## config.mk

```make
export PLATFORM = sky130hd
export DESIGN_NAME = glitch_qual_top
export DESIGN_NICKNAME = d
export VERILOG_FILES = /design/src/rtl/glf_pkg.sv /design/src/rtl/glf_sync.sv /design/src/rtl/glf_thr_reg.sv /design/src/rtl/glf_qual.sv /design/src/rtl/glf_edge.sv /design/src/rtl/glitch_qual_top.sv
export SDC_FILE = /design/constraint.sdc
export NUM_CORES = 1
export LEC_CHECK = 0
export BUFFER_PORTS_ARGS = -buffer_cell sky130_fd_sc_hd__buf_2
export CAP_MARGIN = 10
export CORE_MARGIN = 2
export CORE_UTILIZATION = 46
export CTS_BUF_LIST = sky130_fd_sc_hd__clkbuf_16
export DETAILED_ROUTE_END_ITERATION = 7
export GPL_ROUTABILITY_DRIVEN = 0
export PLACE_DENSITY = 0.69
export SYNTH_ARGS = -nofsm -noshare
export SYNTH_HDL_FRONTEND = slang
export SYNTH_HIERARCHICAL = 1
export SYNTH_SLANG_ARGS = --single-unit
export TNS_END_PERCENT = 5
```

## constraint.sdc

```tcl
create_clock -name clk -period 2.7 [get_ports clk]
set_clock_uncertainty 0.2 [all_clocks]
set_input_delay 0.135 -clock clk [delete_from_list [all_inputs] [get_ports clk]]
set_output_delay 0.135 -clock clk [all_outputs]
set_load 0.01 [all_outputs]
```

## src/rtl/glf_pkg.sv

```systemverilog
package glf_pkg;
  localparam int unsigned SYNC_MIN = 2;
  localparam int unsigned SYNC_MAX = 8;

  typedef enum logic [1:0] {
    EDGE_NONE = 2'b00,
    EDGE_RISE = 2'b01,
    EDGE_FALL = 2'b10
  } edge_e;

  function automatic int unsigned clamp_stages(input int unsigned req);
    if (req < SYNC_MIN) return SYNC_MIN;
    if (req > SYNC_MAX) return SYNC_MAX;
    return req;
  endfunction
endpackage

```

## src/rtl/glf_sync.sv

```systemverilog
module glf_sync #(
  parameter int unsigned STAGES  = 3,
  parameter logic        RST_VAL = 1'b0
) (
  input  logic clk,
  input  logic rst_n,
  input  logic d,
  output logic q
);
  localparam int unsigned DEPTH = glf_pkg::clamp_stages(STAGES);

  logic [DEPTH-1:0] chain;

  for (genvar i = 0; i < DEPTH; i++) begin : g_stage
    if (i == 0) begin : g_first
      always_ff @(posedge clk or negedge rst_n) begin
        if (!rst_n) chain[0] <= RST_VAL;
        else        chain[0] <= d;
      end
    end else begin : g_next
      always_ff @(posedge clk or negedge rst_n) begin
        if (!rst_n) chain[i] <= RST_VAL;
        else        chain[i] <= chain[i-1];
      end
    end
  end

  assign q = chain[DEPTH-1];
endmodule

```

## src/rtl/glf_thr_reg.sv

```systemverilog
module glf_thr_reg #(
  parameter int unsigned CNT_W   = 8,
  parameter int unsigned RST_THR = 4
) (
  input  logic             clk,
  input  logic             rst_n,
  input  logic             wr_en,
  input  logic [CNT_W-1:0] wr_data,
  output logic [CNT_W-1:0] thr
);
  localparam logic [CNT_W-1:0] RST_CODE = CNT_W'(RST_THR);

  always_ff @(posedge clk or negedge rst_n) begin
    if (!rst_n)     thr <= RST_CODE;
    else if (wr_en) thr <= wr_data;
  end
endmodule

```

## src/rtl/glf_qual.sv

```systemverilog
module glf_qual #(
  parameter int unsigned CNT_W   = 8,
  parameter logic        RST_VAL = 1'b0
) (
  input  logic             clk,
  input  logic             rst_n,
  input  logic             sample,
  input  logic [CNT_W-1:0] thr,
  output logic             level
);
  localparam logic [CNT_W-1:0] ONE = CNT_W'(1);

  logic [CNT_W-1:0] run_q;
  logic [CNT_W-1:0] run_inc;
  logic [CNT_W-1:0] eff_thr;
  logic             differs;
  logic             reached;

  always_comb begin
    eff_thr = (thr == '0) ? ONE : thr;
    differs = sample ^ level;
    run_inc = run_q + ONE;
    reached = (run_inc >= eff_thr);
  end

  always_ff @(posedge clk or negedge rst_n) begin
    if (!rst_n) begin
      run_q <= '0;
      level <= RST_VAL;
    end else if (!differs) begin
      run_q <= '0;
    end else if (reached) begin
      run_q <= '0;
      level <= sample;
    end else begin
      run_q <= run_inc;
    end
  end
endmodule

```

## src/rtl/glf_edge.sv

```systemverilog
module glf_edge #(
  parameter logic RST_VAL = 1'b0
) (
  input  logic clk,
  input  logic rst_n,
  input  logic level,
  output logic rise,
  output logic fall
);
  import glf_pkg::*;

  logic  prev_q;
  edge_e kind;

  always_ff @(posedge clk or negedge rst_n) begin
    if (!rst_n) prev_q <= RST_VAL;
    else        prev_q <= level;
  end

  always_comb begin
    kind = EDGE_NONE;
    if (level && !prev_q)      kind = EDGE_RISE;
    else if (!level && prev_q) kind = EDGE_FALL;
  end

  assign rise = (kind == EDGE_RISE);
  assign fall = (kind == EDGE_FALL);
endmodule

```

## src/rtl/glitch_qual_top.sv

```systemverilog
module glitch_qual_top #(
  parameter int unsigned SYNC_STAGES = 3,
  parameter int unsigned CNT_W       = 8,
  parameter int unsigned THR_RESET   = 4,
  parameter logic        RST_LEVEL   = 1'b0
) (
  input  logic             clk,
  input  logic             rst_n,
  input  logic             async_in,
  input  logic             thr_wr_en,
  input  logic [CNT_W-1:0] thr_wr_data,
  output logic [CNT_W-1:0] thr_cur,
  output logic             level_out,
  output logic             rise_pulse,
  output logic             fall_pulse
);
  logic synced;

  glf_sync #(.STAGES(SYNC_STAGES), .RST_VAL(RST_LEVEL)) u_sync (
    .clk(clk), .rst_n(rst_n), .d(async_in), .q(synced)
  );

  glf_thr_reg #(.CNT_W(CNT_W), .RST_THR(THR_RESET)) u_thr (
    .clk(clk), .rst_n(rst_n), .wr_en(thr_wr_en), .wr_data(thr_wr_data), .thr(thr_cur)
  );

  glf_qual #(.CNT_W(CNT_W), .RST_VAL(RST_LEVEL)) u_qual (
    .clk(clk), .rst_n(rst_n), .sample(synced), .thr(thr_cur), .level(level_out)
  );

  glf_edge #(.RST_VAL(RST_LEVEL)) u_edge (
    .clk(clk), .rst_n(rst_n), .level(level_out), .rise(rise_pulse), .fall(fall_pulse)
  );
endmodule

```

Yosys cells after proc, flatten, opt, wreduce, memory -nomap -nowiden
Cells that the tools add are included.
- logic and storage cells: 23
- input port bits: 12
- register bits: 21
- $add $sub $neg: 1
- equality and inequality tests: 2
- magnitude comparators: 1
- reduce and logical (&&, ||, !) cells: 6
- bitwise operators: 1
- multiplexer cells: 5
- operators with widths (kind ; count):
    8-bit two-way mux ; 3
    8-bit by 1-bit adder with 8-bit output (second input constant) ; 1
    8-bit greater-or-equal comparator ; 1
    8-bit zero test ; 1
    2-bit two-way mux ; 2
    2-bit by 1-bit equality test with 1-bit output (second input constant) ; 1
    2-bit equality test (second input constant) ; 1
    1-bit logical AND ; 2
    1-bit zero test ; 2
    2-bit AND reduction ; 1
    1-bit XOR ; 1

Depth between registers and ports, before layout
Gate-level depths: netlist of run 1.
- word-level depth: 5
- depth in mapped cells: 9
- depth with buffers taken out: 9

Modules after synthesis
The synthesis of run 1 kept the hierarchy.
- modules (own cells, without submodules) (module ; times used ; area an instance (sq um) ; cells each ; sequential area each (sq um)):
    glf_qual ; 1 ; 656.9 ; 63 ; 225.2
    glf_thr_reg ; 1 ; 332.8 ; 17 ; 201.4
    glf_sync ; 1 ; 75.1 ; 3 ; 75.1
    glf_edge ; 1 ; 40.0 ; 3 ; 25.0

Worst setup path before layout of run 1
OpenSTA, ideal clock, no wires.
- kind: register to register
- start point: reg u_thr.thr[4]
- end point: reg u_qual.level
- data arrival time: 2.010 ns
- buffers on the path: 0
- stages on the path, launching flop included: 8
- path slack: 0.365 ns
- data required time: 2.375 ns
- path through: dfrtp_1 > nor4_1 > a41o_1 > ha_1 > nand2b_4 > a2111oi_4 > o31ai_2 > mux2_4
- cells in the longest elaborated chain, start to end: 4
- ends and longest elaborated chain (item ; RTL line ; source):
    from (decl) ; glf_thr_reg.sv:9 ; output logic [CNT_W-1:0] thr
    from (signal assigned) ; glf_thr_reg.sv:15 ; else if (wr_en) thr <= wr_data;
    8-bit zero test ; glf_qual.sv:20 ; eff_thr = (thr == '0) ? ONE : thr;
    8-bit two-way mux * ; glf_qual.sv:20 ;
    8-bit greater-or-equal comparator * ; glf_qual.sv:23 ; reached = (run_inc >= eff_thr);
    2-bit AND reduction (no line) * ; -- ;
    to (signal assigned) ; glf_qual.sv:34 ; level <= sample;
    to (decl) ; glf_qual.sv:9 ; output logic level
Mark *: on every way between the ends. The rest lies on a longest branch, timed or not.
A chain may end at the register's enable or synchronous reset.

Final worst setup path of run 1
- start point: reg u_thr.thr[5]
- end point: reg u_qual.level
The elaborated chain is that of the path after synthesis.

==> summary.md, run 1 <==
| Metric | Value |
|---|---|
| Status | `finished, final reports clean` |
| Avg Synthesized Cell Area | `approximately 13 µm²` |
| Yosys top cell area share | `45.3%` |
| Post-route ant nets | `0` |
| Hold_sp | `thr_wr_en` |
| Core ar. | `~0.0022 mm²` |
| XOR/XNOR Fraction of Synth Area | `5.55%` |
| Hold Path Depth | `2` |
| Tot Pwr | `1.03 mW` |
| Maximum clock path buffer count | `2` |
| Worst Reg-to-Reg Cells | `7` |
| Maximum clock frequency | `0.401 GHz` |
| CP Data Required Time | `around 2600 ps` |
| Wire per inst | `13.3 µm` |
| Worst hold endpoint | `u_thr/thr[0]$_DFFE_PN0P_` |
| Vias in the first global route | `795` |
| Max-cap violations | `0` |
| Final setup vio count | `0` |
| # fillers | `174` |
| First-pass GRT wire length | `3.42 mm` |
| CP max FO | `4` |
| Dominant cell type by area after synthesis | `dfrtp_1` |
| TritonRoute pass-1 iters | `4` |
| Final worst path period share | `92.3%` |
| Starting Density | `between 40% and 50%` |
| DRT Wirelength | `2.00 mm` |
| Initial drt markers | `5` |
| Layout area overhead | `29.0%` |
| Max VDD drop | `approximately 0.00056 V` |
| Synth Area in Simple Gates | `between 10% and 20%` |
| Adder-Cell Fraction of Synth Area | `10.2%` |
| Number of synthesized register bits | `21` |
| Vias/cell | `5.15` |
| Skew-Pair Late Insertion Delay | `~250 ps` |
| Initial antenna violation count | `0` |
| Final max-slew violation count | `0` |
| Critical path data arrival time | `about 2400 ps` |
| Compound-cell area share of the yosys netlist | `8.27%` |
| Row Count | `17` |
| Worst rel slew slack | `69.8%` |
| TritonCTS clock tree | `yes` |
| CP endpoint kind | `register` |
| Total negative slack | `0 ps` |
| Sequential area share after synthesis | `47.7%` |
| Yosys warns | `6` |
| Setup crit start kind | `register` |
| Final Critical Period | `2490 ps` |
| Syn nets | `107` |
| Main combinational cell family by area after synthesis | `simple AND/OR/NAND/NOR gates` |
| Die area | `between 0.002 and 0.003 mm²` |
| TritonCTS buffer count | `3` |
| # DRC | `0` |
| R2R setup slack | `around 210 ps` |
| DP HPWL | `1.46 mm` |
| Worst hold path class | `input port to register` |
| Launch point of the worst reg-to-reg path | `u_thr/thr[5]$_DFFE_PN0P_` |
| Area contributors post-synth | `dfrtp_1, mux2_4, ha_1` |
| Leak pwr | `0.749 nW` |
| Worst-Margin Slew | `453 ps` |
| Post-Synthesis Cell Area | `0.00110 mm²` |
| Vias after detailed routing | `772` |
| Clk sinks | `21` |
| Clock transition at path regs | `50 ps` |
| Clk root buf | `clkbuf_16` |
| Yosys cell types | `25` |
| H-tree depth | `1` |
| Chip height | `between 50 and 60 µm` |
| Ports | `23` |
| Total GRT Usage | `17.4%` |
| Maximum number of pins on one net before global-route repair | `22` |
| Remaining Overflow, GRT | `0` |
| Final Hold Viols | `0` |
| Die W | `about 53 µm` |
| N_diodes | `0` |
| RSZ-0062 raised after global routing | `no` |
| Post_cts resized | `0` |
| Crit path kind | `register to register` |
| Postcts setup bufs | `0` |
| R2R Path End | `u_qual/level$_DFFE_PN0P_` |
| Power Density | `722 mW/mm²` |
| Layout net count | `144` |
| Port bufs | `22` |
| Post-synthesis mux area share | `12.2%` |
| Post-Synthesis Cells | `86` |
| Share of layout cells above drive strength 1 | `33.6%` |
## Yosys cell counts (all sizes together)
library cell,instances
a41o,1
o21a,2
nor2b,7
ha,9
and2,1
o31ai,1
dfrtp,20
nand2,3
o311ai,1
xor2,4
nand2b,1
mux2,9
nor2,4
and3,1
dfstp,1
inv,8
nor4,1
and2b,1
a21oi,2
nand3,2
and4,1
buf,1
xnor2,3
nand4,1
a2111oi,1
## worst max-delay path by stage
| stage | startpoint | slack, ps | cells past startpoint | endpoint |
|---|---|---|---|---|
| after floorplan | u_thr/thr[4]$_DFFE_PN0P_ | 360 | 7 | u_qual/level$_DFFE_PN0P_ |
| after global placement | u_thr/thr[4]$_DFFE_PN0P_ | 230 | 7 | u_qual/level$_DFFE_PN0P_ |
| after detailed placement | u_thr/thr[4]$_DFFE_PN0P_ | 220 | 7 | u_qual/level$_DFFE_PN0P_ |
| after CTS | u_thr/thr[4]$_DFFE_PN0P_ | 190 | 7 | u_qual/level$_DFFE_PN0P_ |
| after global routing | u_thr/thr[5]$_DFFE_PN0P_ | 130 | 7 | u_qual/level$_DFFE_PN0P_ |
| final | u_thr/thr[5]$_DFFE_PN0P_ | 210 | 7 | u_qual/level$_DFFE_PN0P_ |
## power breakdown
group | switching (mW) | internal (mW) | leakage (nW)
registers | 0.0430 | 0.358 | 0.263
logic | 0.155 | 0.172 | 0.443
clock network | 0.104 | 0.197 | 0.0423
total | 0.302 | 0.727 | 0.749
## critical path: stages, from the launching register on
cell	delay, ps
dfrtp_1	410
nor4_1	330
a41o_1	230
ha_1	220
nand2b_4	150
a2111oi_4	420
o31ai_2	120
mux2_4	300
## logic make-up after synthesis
logic type / count (synthesis)
adder cells (fa/ha/maj): 9
XOR/XNOR: 7
buffers and inverters: 9
AND/OR/NAND/NOR: 23
AO/OA/AOI/OAI: 8
multiplexers: 9
flip-flops: 21
## stage by stage
step | utilization, % | hold slack, ps | area, µm² | instances | setup slack [ps]
final | 63.8 | 113 | 1430 | 150 | 207
after global routing | 63.8 | 118 | 1430 | 150 | 133
after CTS | 63.8 | 114 | 1430 | 150 | 188
after floorplan | - | -361 | 1100 | 86 | 365
after detailed placement | 55.8 | -85.2 | 1250 | 136 | 224
after global placement | 55.8 | -93.4 | 1250 | 136 | 231
## placed cells by master, fill, tap and decap left out, types with 2 or more instances in the layout
master and n:
clkbuf_16 3, ha_1 9, nand2_1 3, nor2b_1 7
inv_1 9, xor2_1 4, mux2_4 9, nor2_1 4
buf_2 22, xnor2_1 3, dfrtp_1 20, a21oi_1 2
o21a_1 2, nand3_1 2, dlygate4sd3_1 10
## area by class of cell
type	count	area (µm²)	area share, %
Timing Repair Buffer	33	218	15.3
Clock buffer	3	75.1	5.27
Inverter	8	30.0	2.11
Tap cell	28	35.0	2.46
Sequential cell	21	527	37.0
Clock inverter	1	3.75	0.263
Multi-Input combinational cell	56	537	37.7
## registers in the layout (all words and copies together) (netlist names)
register / count
u_qual/level: 1
u_qual/run_q: 8
u_edge/prev_q: 1
u_thr/thr: 8
u_sync/q: 1
u_sync/chain: 2
## per-layer routing
metal  GRT usage, %  routed length, µm
met5              0                  0
met1           19.3                830
met3           2.82                 78
met2           30.8               1040
met4           10.3                 44
## repair_timing
item | in CTS | in global routing
setup endpoints to repair | 0 | 0
hold buffers | 10 | 0
endpoints found under the hold margin | 30 | 0
Note: power is estimated with default switching activity, not from simulation.
==> inputs of run 2 (changes only) <==
CORE_UTILIZATION = 35   (was 46)
MAX_ROUTING_LAYER = met4   (was unset)
PLACE_DENSITY = unset   (was 0.69)
==> summary.md, run 2 (synthesis results as in run 1) <==
| Metric | Value |
|---|---|
| Gate power share | `31.2%` |
| DP HPWL | `1.43 mm` |
| Final max-slew violation count | `0` |
| Worst Setup EP | `u_qual/level$_DFFE_PN0P_` |
| Final Hold Viols | `0` |
| Post-route ant nets | `0` |
| Crit path kind | `register to register` |
| Max-cap violations | `0` |
| Remaining Overflow, GRT | `0` |
| Most frequent cells in the layout | `buf_2, dfrtp_1, dlygate4sd3_1` |
| Post-DP Area | `between 0.001 and 0.0015 mm²` |
| Leak pwr | `0.747 nW` |
| Vias/cell | `4.43` |
| Register Area | `527 µm²` |
| Sequential share of power | `38.7%` |
| Critical path data arrival time | `2460 ps` |
| TritonCTS clock tree | `yes` |
| Initial antenna violation count | `0` |
| Tot Pwr | `1.03 mW` |
| Skew-Pair Late Insertion Delay | `250 ps` |
| Worst rel slew slack | `around 70%` |
| CP max FO | `4` |
| Total GRT Usage | `about an eighth` |
| Area of the multi-input gates | `537 µm²` |
| Wire per inst | `11.7 µm` |
| Post-CTS Hold Buffers | `10` |
| Clock transition at path regs | `about 60 ps` |
| Vias after detailed routing | `735` |
| Final setup vio count | `0` |
| # fillers | `~270` |
| Core ar. | `0.00303 mm²` |
| Max VDD drop | `around 0.00036 V` |
| Total negative slack | `0 ps` |
| Launch point of the worst reg-to-reg path | `u_thr/thr[4]$_DFFE_PN0P_` |
| Worst hold path class | `input port to register` |
| Initial drt markers | `4` |
| TritonCTS buffer count | `3` |
| Maximum number of pins on one net before global-route repair | `22` |
| Vias in the first global route | `794` |
| Post_cts resized | `0` |
| Maximum clock frequency | `slightly below 0.4 GHz` |
| CP endpoint kind | `register` |
| Row Count | `20` |
| Status | `finished, final reports clean` |
| N_diodes | `0` |
| Most common cell after layout, fill and taps aside | `buf_2` |
| Chip height | `60.2 µm` |
| Port bufs | `22` |
| Setup crit start kind | `register` |
| Ports | `23` |
| Placed Cells | `152` |
| First-pass GRT wire length | `about 3.4 mm` |
| DRT Wirelength | `slightly below 2 mm` |
| Regs by FF count | `u_qual/run_q x8, u_thr/thr x8, u_sync/chain x2` |
| Die area | `roughly 0.0036 mm²` |
| Final worst path period share | `93.7%` |
| Clk root buf | `clkbuf_16` |
| Worst-Margin Slew | `457 ps` |
| Power Density | `713 mW/mm²` |
| R2R setup slack | `170 ps` |
| Final design instance area without fill | `0.00145 mm²` |
| Clock share of power | `30.1%` |
| TritonRoute pass-1 iters | `3` |
| R2R Path End | `u_qual/level$_DFFE_PN0P_` |
| Clk sinks | `21` |
| Switch share | `29.5%` |
| RSZ-0062 raised after global routing | `no` |
| Worst Reg-to-Reg Cells | `7` |
| CP Launch Point | `u_thr/thr[4]$_DFFE_PN0P_` |
| Die W | `between 60 and 70 µm` |
| # DRC | `0` |
| Non-Filler Instances | `about 170` |
| H-tree depth | `1` |
| Layout area overhead | `30.9%` |
| CP Data Required Time | `about 2600 ps` |
| Postcts setup bufs | `0` |
| Starting Density | `36.5%` |
| Cell internal pwr | `0.728 mW` |
| Maximum clock path buffer count | `2` |
| Switching power total | `0.304 mW` |
| Share of layout cells above drive strength 1 | `34.4%` |
| Final Critical Period | `2530 ps` |
| Layout net count | `around 140` |
-- run 2: power groups by stage --
| stage | clock [mW] | sequential (mW) | combinational (mW) |
|---|---|---|---|
| 3_3_place_gp | 0 | 0.401 | 0.309 |
| 6_report | 0.310 | 0.399 | 0.322 |
| 2_1_floorplan | 0 | 0.404 | 0.221 |
| 4_1_cts | 0.318 | 0.399 | 0.326 |
| 5_1_grt | 0.333 | 0.407 | 0.356 |
| 3_5_place_dp | 0 | 0.405 | 0.313 |
-- run 2: layout make-up --
class	count	area share [%]
Tap cell	44	3.81
Timing Repair Buffer	33	15.1
Clock inverter	1	0.346
Clock buffer	3	5.19
Inverter	8	2.08
Sequential cell	21	36.4
Multi-Input combinational cell	56	37.1
-- run 2: critical path, cell delays in order (launching register included) --
cell,delay (ps)
dfrtp_1,400
nor4_1,340
a41o_1,240
ha_1,230
nand2b_4,150
a2111oi_4,430
o31ai_2,120
mux2_4,300
-- run 2: per-layer routing --
| layer | up-vias | wire [µm] | GRT usage (%) |
|---|---|---|---|
| met2 | 19 | 1000 | 23.0 |
| met3 | 4 | 63 | 2.81 |
| li1 | 362 | - | - |
| met5 | - | 0 | - |
| met4 | 0 | 28 | 5.71 |
| met1 | 350 | 846 | 14.2 |
-- run 2: stage by stage --
step	setup slack, ps	utilization [%]	hold slack (ps)
CTS	144	47.8	119
global placement	195	41.8	-78.3
detailed placement	159	41.8	-81.4
global route	80.4	47.8	128
finish	170	47.8	115
floorplan	365	-	-361
-- run 2: worst min path at each step --
stage	start	end	slack, ps	cells past startpoint
after global placement	rst_n	u_qual/run_q[3]$_DFF_PN0_	-80	1
after CTS	thr_wr_en	u_thr/thr[2]$_DFFE_PN1P_	120	2
after floorplan	rst_n	u_edge/prev_q$_DFF_PN0_	-360	0
final	thr_wr_en	u_thr/thr[1]$_DFFE_PN0P_	120	2
after global routing	thr_wr_en	u_thr/thr[6]$_DFFE_PN0P_	130	2
after detailed placement	rst_n	u_qual/run_q[3]$_DFF_PN0_	-80	1
